**src/rtl/bcd_alarm_pkg.sv**
```systemverilog
package bcd_alarm_pkg;
  localparam int NUM_FIELDS = 6;
  localparam int VAL_W      = 7;
  localparam int REG_W      = VAL_W + 1;
  localparam int ADDR_W     = 3;
  localparam int TIME_W     = NUM_FIELDS * VAL_W;
  localparam int CTRL_ADDR  = NUM_FIELDS;
  localparam int FLAG_BIT   = 0;
  localparam int IE_BIT     = 3;

  typedef enum logic [ADDR_W-1:0] {
    FLD_SEC  = 3'd0,
    FLD_MIN  = 3'd1,
    FLD_HOUR = 3'd2,
    FLD_WDAY = 3'd3,
    FLD_MDAY = 3'd4,
    FLD_MON  = 3'd5,
    REG_CTRL = 3'd6,
    REG_NONE = 3'd7
  } reg_sel_e;
endpackage

```
**src/rtl/alarm_field_reg.sv**
```systemverilog
module alarm_field_reg #(
  parameter int REG_W = 8,
  parameter int VAL_W = REG_W - 1
) (
  input  logic             clk_i,
  input  logic             rst_ni,
  input  logic             wr_en_i,
  input  logic [REG_W-1:0] wdata_i,
  output logic             en_o,
  output logic [VAL_W-1:0] val_o,
  output logic [REG_W-1:0] raw_o
);
  logic [REG_W-1:0] fld_q, fld_d;

  always_comb begin
    fld_d = fld_q;
    if (wr_en_i) fld_d = wdata_i;
  end

  always_ff @(posedge clk_i or negedge rst_ni) begin
    if (!rst_ni) fld_q <= '0;
    else if (wr_en_i) fld_q <= fld_d;
  end

  assign en_o  = fld_q[REG_W-1];
  assign val_o = fld_q[VAL_W-1:0];
  assign raw_o = fld_q;

  a_r1_write_lands: assert property (@(posedge clk_i) disable iff (!rst_ni)
    wr_en_i |=> raw_o == $past(wdata_i));
  a_r2_zero_disables: assert property (@(posedge clk_i) disable iff (!rst_ni)
    (wr_en_i && wdata_i == '0) |=> !en_o);
endmodule

```
**src/rtl/alarm_match.sv**
```systemverilog
module alarm_match #(
  parameter int NUM_FIELDS = 6,
  parameter int VAL_W      = 7,
  localparam int TIME_W    = NUM_FIELDS * VAL_W
) (
  input  logic [NUM_FIELDS-1:0] en_i,
  input  logic [TIME_W-1:0]     alarm_i,
  input  logic [TIME_W-1:0]     now_i,
  output logic                  hit_o
);
  logic [NUM_FIELDS-1:0] field_ok;

  for (genvar k = 0; k < NUM_FIELDS; k++) begin : g_cmp
    logic eq;
    assign eq          = (alarm_i[k*VAL_W +: VAL_W] == now_i[k*VAL_W +: VAL_W]);
    assign field_ok[k] = eq | ~en_i[k];
  end

  assign hit_o = (&field_ok) & (|en_i);

  always_comb begin
    if (en_i == '0) begin
      a_r3_idle_no_hit: assert (!hit_o);
    end
  end
endmodule

```
**src/rtl/alarm_ctrl.sv**
```systemverilog
module alarm_ctrl #(
  parameter int REG_W    = 8,
  parameter int FLAG_BIT = 0,
  parameter int IE_BIT   = 3
) (
  input  logic             clk_i,
  input  logic             rst_ni,
  input  logic             set_i,
  input  logic             ctrl_we_i,
  input  logic [REG_W-1:0] wdata_i,
  output logic             flag_o,
  output logic             ie_o,
  output logic             irq_o
);
  logic flag_q, flag_d;
  logic ie_q, ie_d;
  logic sw_clr;

  assign sw_clr = ctrl_we_i & ~wdata_i[FLAG_BIT];

  always_comb begin
    flag_d = flag_q;
    ie_d   = ie_q;
    if (set_i)       flag_d = 1'b1;
    else if (sw_clr) flag_d = 1'b0;
    if (ctrl_we_i)   ie_d   = wdata_i[IE_BIT];
  end

  always_ff @(posedge clk_i or negedge rst_ni) begin
    if (!rst_ni) begin
      flag_q <= 1'b0;
      ie_q   <= 1'b0;
    end else begin
      flag_q <= flag_d;
      if (ctrl_we_i) ie_q <= ie_d;
    end
  end

  assign flag_o = flag_q;
  assign ie_o   = ie_q;
  assign irq_o  = flag_q & ie_q;

  a_r4_set_on_hit: assert property (@(posedge clk_i) disable iff (!rst_ni)
    set_i |=> flag_o);
  a_r5_sticky: assert property (@(posedge clk_i) disable iff (!rst_ni)
    (flag_o && !sw_clr) |=> flag_o);
  a_r4_no_set_without_hit: assert property (@(posedge clk_i) disable iff (!rst_ni)
    (!flag_o && !set_i) |=> !flag_o);
  a_r6_sw_clear: assert property (@(posedge clk_i) disable iff (!rst_ni)
    (sw_clr && !set_i) |=> !flag_o);
  a_r8_set_wins: assert property (@(posedge clk_i) disable iff (!rst_ni)
    (sw_clr && set_i) |=> flag_o);
  a_r7_gated: assert property (@(posedge clk_i) disable iff (!rst_ni)
    !ie_o |-> !irq_o);
endmodule

```
**src/rtl/bcd_alarm_cmp.sv**
```systemverilog
module bcd_alarm_cmp
  import bcd_alarm_pkg::*;
(
  input  logic              clk_i,
  input  logic              rst_ni,
  input  logic              tick_i,
  input  logic [TIME_W-1:0] cur_time_i,
  input  logic              we_i,
  input  logic [ADDR_W-1:0] addr_i,
  input  logic [REG_W-1:0]  wdata_i,
  output logic [REG_W-1:0]  rdata_o,
  output logic              irq_o
);
  logic [NUM_FIELDS-1:0]            fld_en;
  logic [TIME_W-1:0]                fld_val;
  logic [NUM_FIELDS-1:0][REG_W-1:0] fld_raw;
  logic                             hit;
  logic                             flag;
  logic                             ie;
  logic                             ctrl_we;

  for (genvar k = 0; k < NUM_FIELDS; k++) begin : g_fld
    logic wr_k;
    assign wr_k = we_i && (addr_i == ADDR_W'(k));
    alarm_field_reg #(.REG_W(REG_W), .VAL_W(VAL_W)) u_fld (
      .clk_i   (clk_i),
      .rst_ni  (rst_ni),
      .wr_en_i (wr_k),
      .wdata_i (wdata_i),
      .en_o    (fld_en[k]),
      .val_o   (fld_val[k*VAL_W +: VAL_W]),
      .raw_o   (fld_raw[k])
    );
  end

  alarm_match #(.NUM_FIELDS(NUM_FIELDS), .VAL_W(VAL_W)) u_match (
    .en_i    (fld_en),
    .alarm_i (fld_val),
    .now_i   (cur_time_i),
    .hit_o   (hit)
  );

  assign ctrl_we = we_i && (addr_i == ADDR_W'(CTRL_ADDR));

  alarm_ctrl #(.REG_W(REG_W), .FLAG_BIT(FLAG_BIT), .IE_BIT(IE_BIT)) u_ctrl (
    .clk_i     (clk_i),
    .rst_ni    (rst_ni),
    .set_i     (tick_i & hit),
    .ctrl_we_i (ctrl_we),
    .wdata_i   (wdata_i),
    .flag_o    (flag),
    .ie_o      (ie),
    .irq_o     (irq_o)
  );

  always_comb begin
    rdata_o = '0;
    if (int'(addr_i) < NUM_FIELDS) begin
      rdata_o = fld_raw[addr_i];
    end else if (int'(addr_i) == CTRL_ADDR) begin
      rdata_o[FLAG_BIT] = flag;
      rdata_o[IE_BIT]   = ie;
    end
  end

  a_r9_unused_addr_zero: assert property (@(posedge clk_i) disable iff (!rst_ni)
    (addr_i == 3'd7) |-> rdata_o == '0);
  a_r7_irq_needs_flag: assert property (@(posedge clk_i) disable iff (!rst_ni)
    irq_o |-> rdata_o[FLAG_BIT] || int'(addr_i) != CTRL_ADDR);
endmodule

```
**config.mk**
```make
export PLATFORM = sky130hd
export DESIGN_NAME = bcd_alarm_cmp
export DESIGN_NICKNAME = d
export VERILOG_FILES = /design/src/rtl/bcd_alarm_pkg.sv /design/src/rtl/alarm_field_reg.sv /design/src/rtl/alarm_match.sv /design/src/rtl/alarm_ctrl.sv /design/src/rtl/bcd_alarm_cmp.sv
export SDC_FILE = /design/constraint.sdc
export NUM_CORES = 1
export LEC_CHECK = 0
export BUFFER_PORTS_ARGS = -buffer_cell sky130_fd_sc_hd__buf_2
export CELL_PAD_IN_SITES_DETAIL_PLACEMENT = 1
export CELL_PAD_IN_SITES_GLOBAL_PLACEMENT = 1
export CORE_MARGIN = 2
export CORE_UTILIZATION = 35
export DETAILED_ROUTE_END_ITERATION = 16
export HOLD_SLACK_MARGIN = 0.02
export PLACE_DENSITY = 0.7
export SLEW_MARGIN = 20
export SYNTH_ARGS = -nofsm -noshare
export SYNTH_HDL_FRONTEND = slang
export SYNTH_SLANG_ARGS = --single-unit
```
**constraint.sdc**
```tcl
create_clock -name clk_i -period 2.55 [get_ports clk_i]
set_input_delay 0.51 -clock clk_i [delete_from_list [all_inputs] [get_ports clk_i]]
set_output_delay 0.51 -clock clk_i [all_outputs]
set_load 0.02 [all_outputs]
```
==> metrics <==
setup ws final=0.175 ns; clk slew on worst S/H paths=0.09 ns; drt drc=0; core area=8090 um2; leak pwr=1.50 nW; Internal Dissipation=1.57 mW; Fillers=913; multi-input combinational cell area=1540 um2; Tmin final=2.37 ns; Logic pwr share=29.0%; WL/cell=18.7 um; Pre-Repair DR Iteration Count=4; unrepaired setup endpoints after global routing=no; Iter 0 DRT Violations=85; Hold Vio Cnt, Final=0; setup TNS=0 ns; Crit Path Class=in -> out; FF-to-FF Start=g_fld[2].u_fld.raw_o[5]; final hold slack=0.296 ns; largest net degree at the start of global routing=51; Avg Cell Area, Syn=13.3 um2; Psw=0.767 mW; YS warnings=0; FMAX=0.421 GHz; worst slew pin tran=0.657 ns; crit path max fanout=15; root buffer cell=clkbuf_8; die height=94.6 um; Detailed Place HPWL=5.64 mm; placed cells=381; ant diodes=0; worst min-delay path class=in -> async; worst clock skew=0.0108 ns; Initial Util=35.5%; I/O Pins=66; sw frac=32.8%; post-route ant nets=0; routability cong.=0.765; chip width=94.6 um; Clock Tree Buf Depth=2; CTS resizes=0; NumNets Final=340; metal3 WL=346 um; Non-Filler Instances=389; register area share after synthesis=43.6%; Worst Path Required=2.04 ns; leading cell type in the layout, fill and taps excluded=buf_2; vias=2,019; top cell type's share of synthesized area=43.6%; CP startpoint kind=input port; total CTS buffers=5; uppermost routed layer=met4; total gr overflow=0; Clock Latency Late Sink=0.30 ns; share of cells above drive strength 1=46.8%; FF+latch count, synth=50; All-Layer GR Usage=17.6%; hold_buf cts=0; commonest non-fill, non-tap cells in the layout=65 x buf_2, 50 x dfrtp_1, 49 x mux2_2; CTS tree=built; P per Cell Area=691 nW/um2; syn nets=273; area leader, netlist=dfrtp_1; critical path capture point type=output pin; post-route core utilization=41.8%; Via density=5.19; max_slew headroom=56.2%; Distinct cells, synth=32; H-tree levels=2; die area=8940 um2; Max Slew Vio Count=0; mapped cell area=2870 um2; Layout area overhead=17.9%; fraction of power consumed by the clock network=21.2%; top cells by area, synth=dfrtp_1 44%, mux2_2 19%, xor2_1 6.7%, xnor2_1 6.1%, mux4_1 5.5%; FP Rows=33; fin crit share=93.1%; CTS Sinks=50; # setup viols final=0; sequential share of power=49.8%; maximum vdd drop=246 uV; # Post-CTS Setup Buffers=0; initial antenna violation count=0; WL met1=3.50 mm; dpl ws=0.183 ns; met2 WL=3.37 mm; status=finished clean; number of global-route vias before repair=2,180; arrival time at the worst endpoint=1.86 ns; WL final=7.29 mm; register area=1250 um2; synthesized instance count=216; max-cap violation count=0; first-pass GRT wire length=11.8 mm; Port Buffers=65; CP startpoint=addr_i[0]; reg2reg path depth=5
-- critical path, stage by stage --
cell and delay, ns:
buf_2 0.39, mux4_1 0.63, nor2_1 0.11, a21oi_1 0.05
buf_2 0.17
-- synthesized netlist by cell type (all sizes together) --
library cell,count
inv,6
nor2,5
xor2,22
nor3,4
nand4b,2
a31oi,1
mux4,8
o31ai,1
mux2,49
o41ai,5
nand2b,2
nand4,6
nand2,2
dfrtp,50
a21oi,5
xnor2,20
clkbuf,1
nand3,1
nor2b,1
nor3b,2
o21ai,1
mux2i,8
buf,6
and2,1
nor4,1
o22ai,6
-- power groups by stage --
stage                     Clock [mW]  Combinational, mW  Sequential [mW]
after floorplan                    0              0.507             1.11
after global placement             0              0.662             1.18
after detailed placement           0              0.686             1.18
after CTS                      0.508              0.692             1.17
after global routing           0.545              0.749             1.20
final                          0.496              0.679             1.17
-- registers in the layout, summed over array words and instances (netlist names) --
signal and flops:
u_ctrl.ie_o 1, u_ctrl.flag_o 1, g_fld.u_fld.raw_o 48
-- routing by layer --
metal / GRT usage, % / up-vias
met5: 0 / -
met4: 3.74 / 0
met3: 3.59 / 9
met2: 27.9 / 56
met1: 25.2 / 1023
li1: - / 931
-- through the flow --
| stage | power (mW) | cell area [um2] |
|---|---|---|
| 4_1_cts | 2.37 | 3380 |
| 5_1_grt | 2.49 | 3380 |
| 2_1_floorplan | 1.61 | 2870 |
| 6_report | 2.34 | 3380 |
| 3_5_place_dp | 1.87 | 3290 |
| 3_3_place_gp | 1.85 | 3290 |
-- final timing paths --
check	to	slack [ns]
max	rdata_o[0]	0.18
min	g_fld[1].u_fld.raw_o[0]	0.30
max reg2reg	u_ctrl.flag_o	0.97
min reg2reg	u_ctrl.ie_o	0.55
max in group asynchronous	g_fld[3].u_fld.raw_o[1]	1.79
min in group clk_i	u_ctrl.flag_o	0.48
-- kinds of logic after synthesis --
| family | count (synthesis) | synth area share (%) |
|---|---|---|
| simple gates | 27 | 7.54 |
| compound gates | 19 | 4.36 |
| buf+inv | 13 | 2.66 |
| mux | 65 | 29.1 |
| flops | 50 | 43.6 |
| xor+xnor | 42 | 12.8 |
-- final cells by class --
type	count	area share, %
repair buffers	67	10.1
multi-input cells	153	45.6
flip-flops and latches	50	37.0
clock inverters	2	0.370
clock buffers	6	2.44
well taps	105	3.88
inverters	6	0.665
Note: power is estimated with default switching activity, not from simulation.
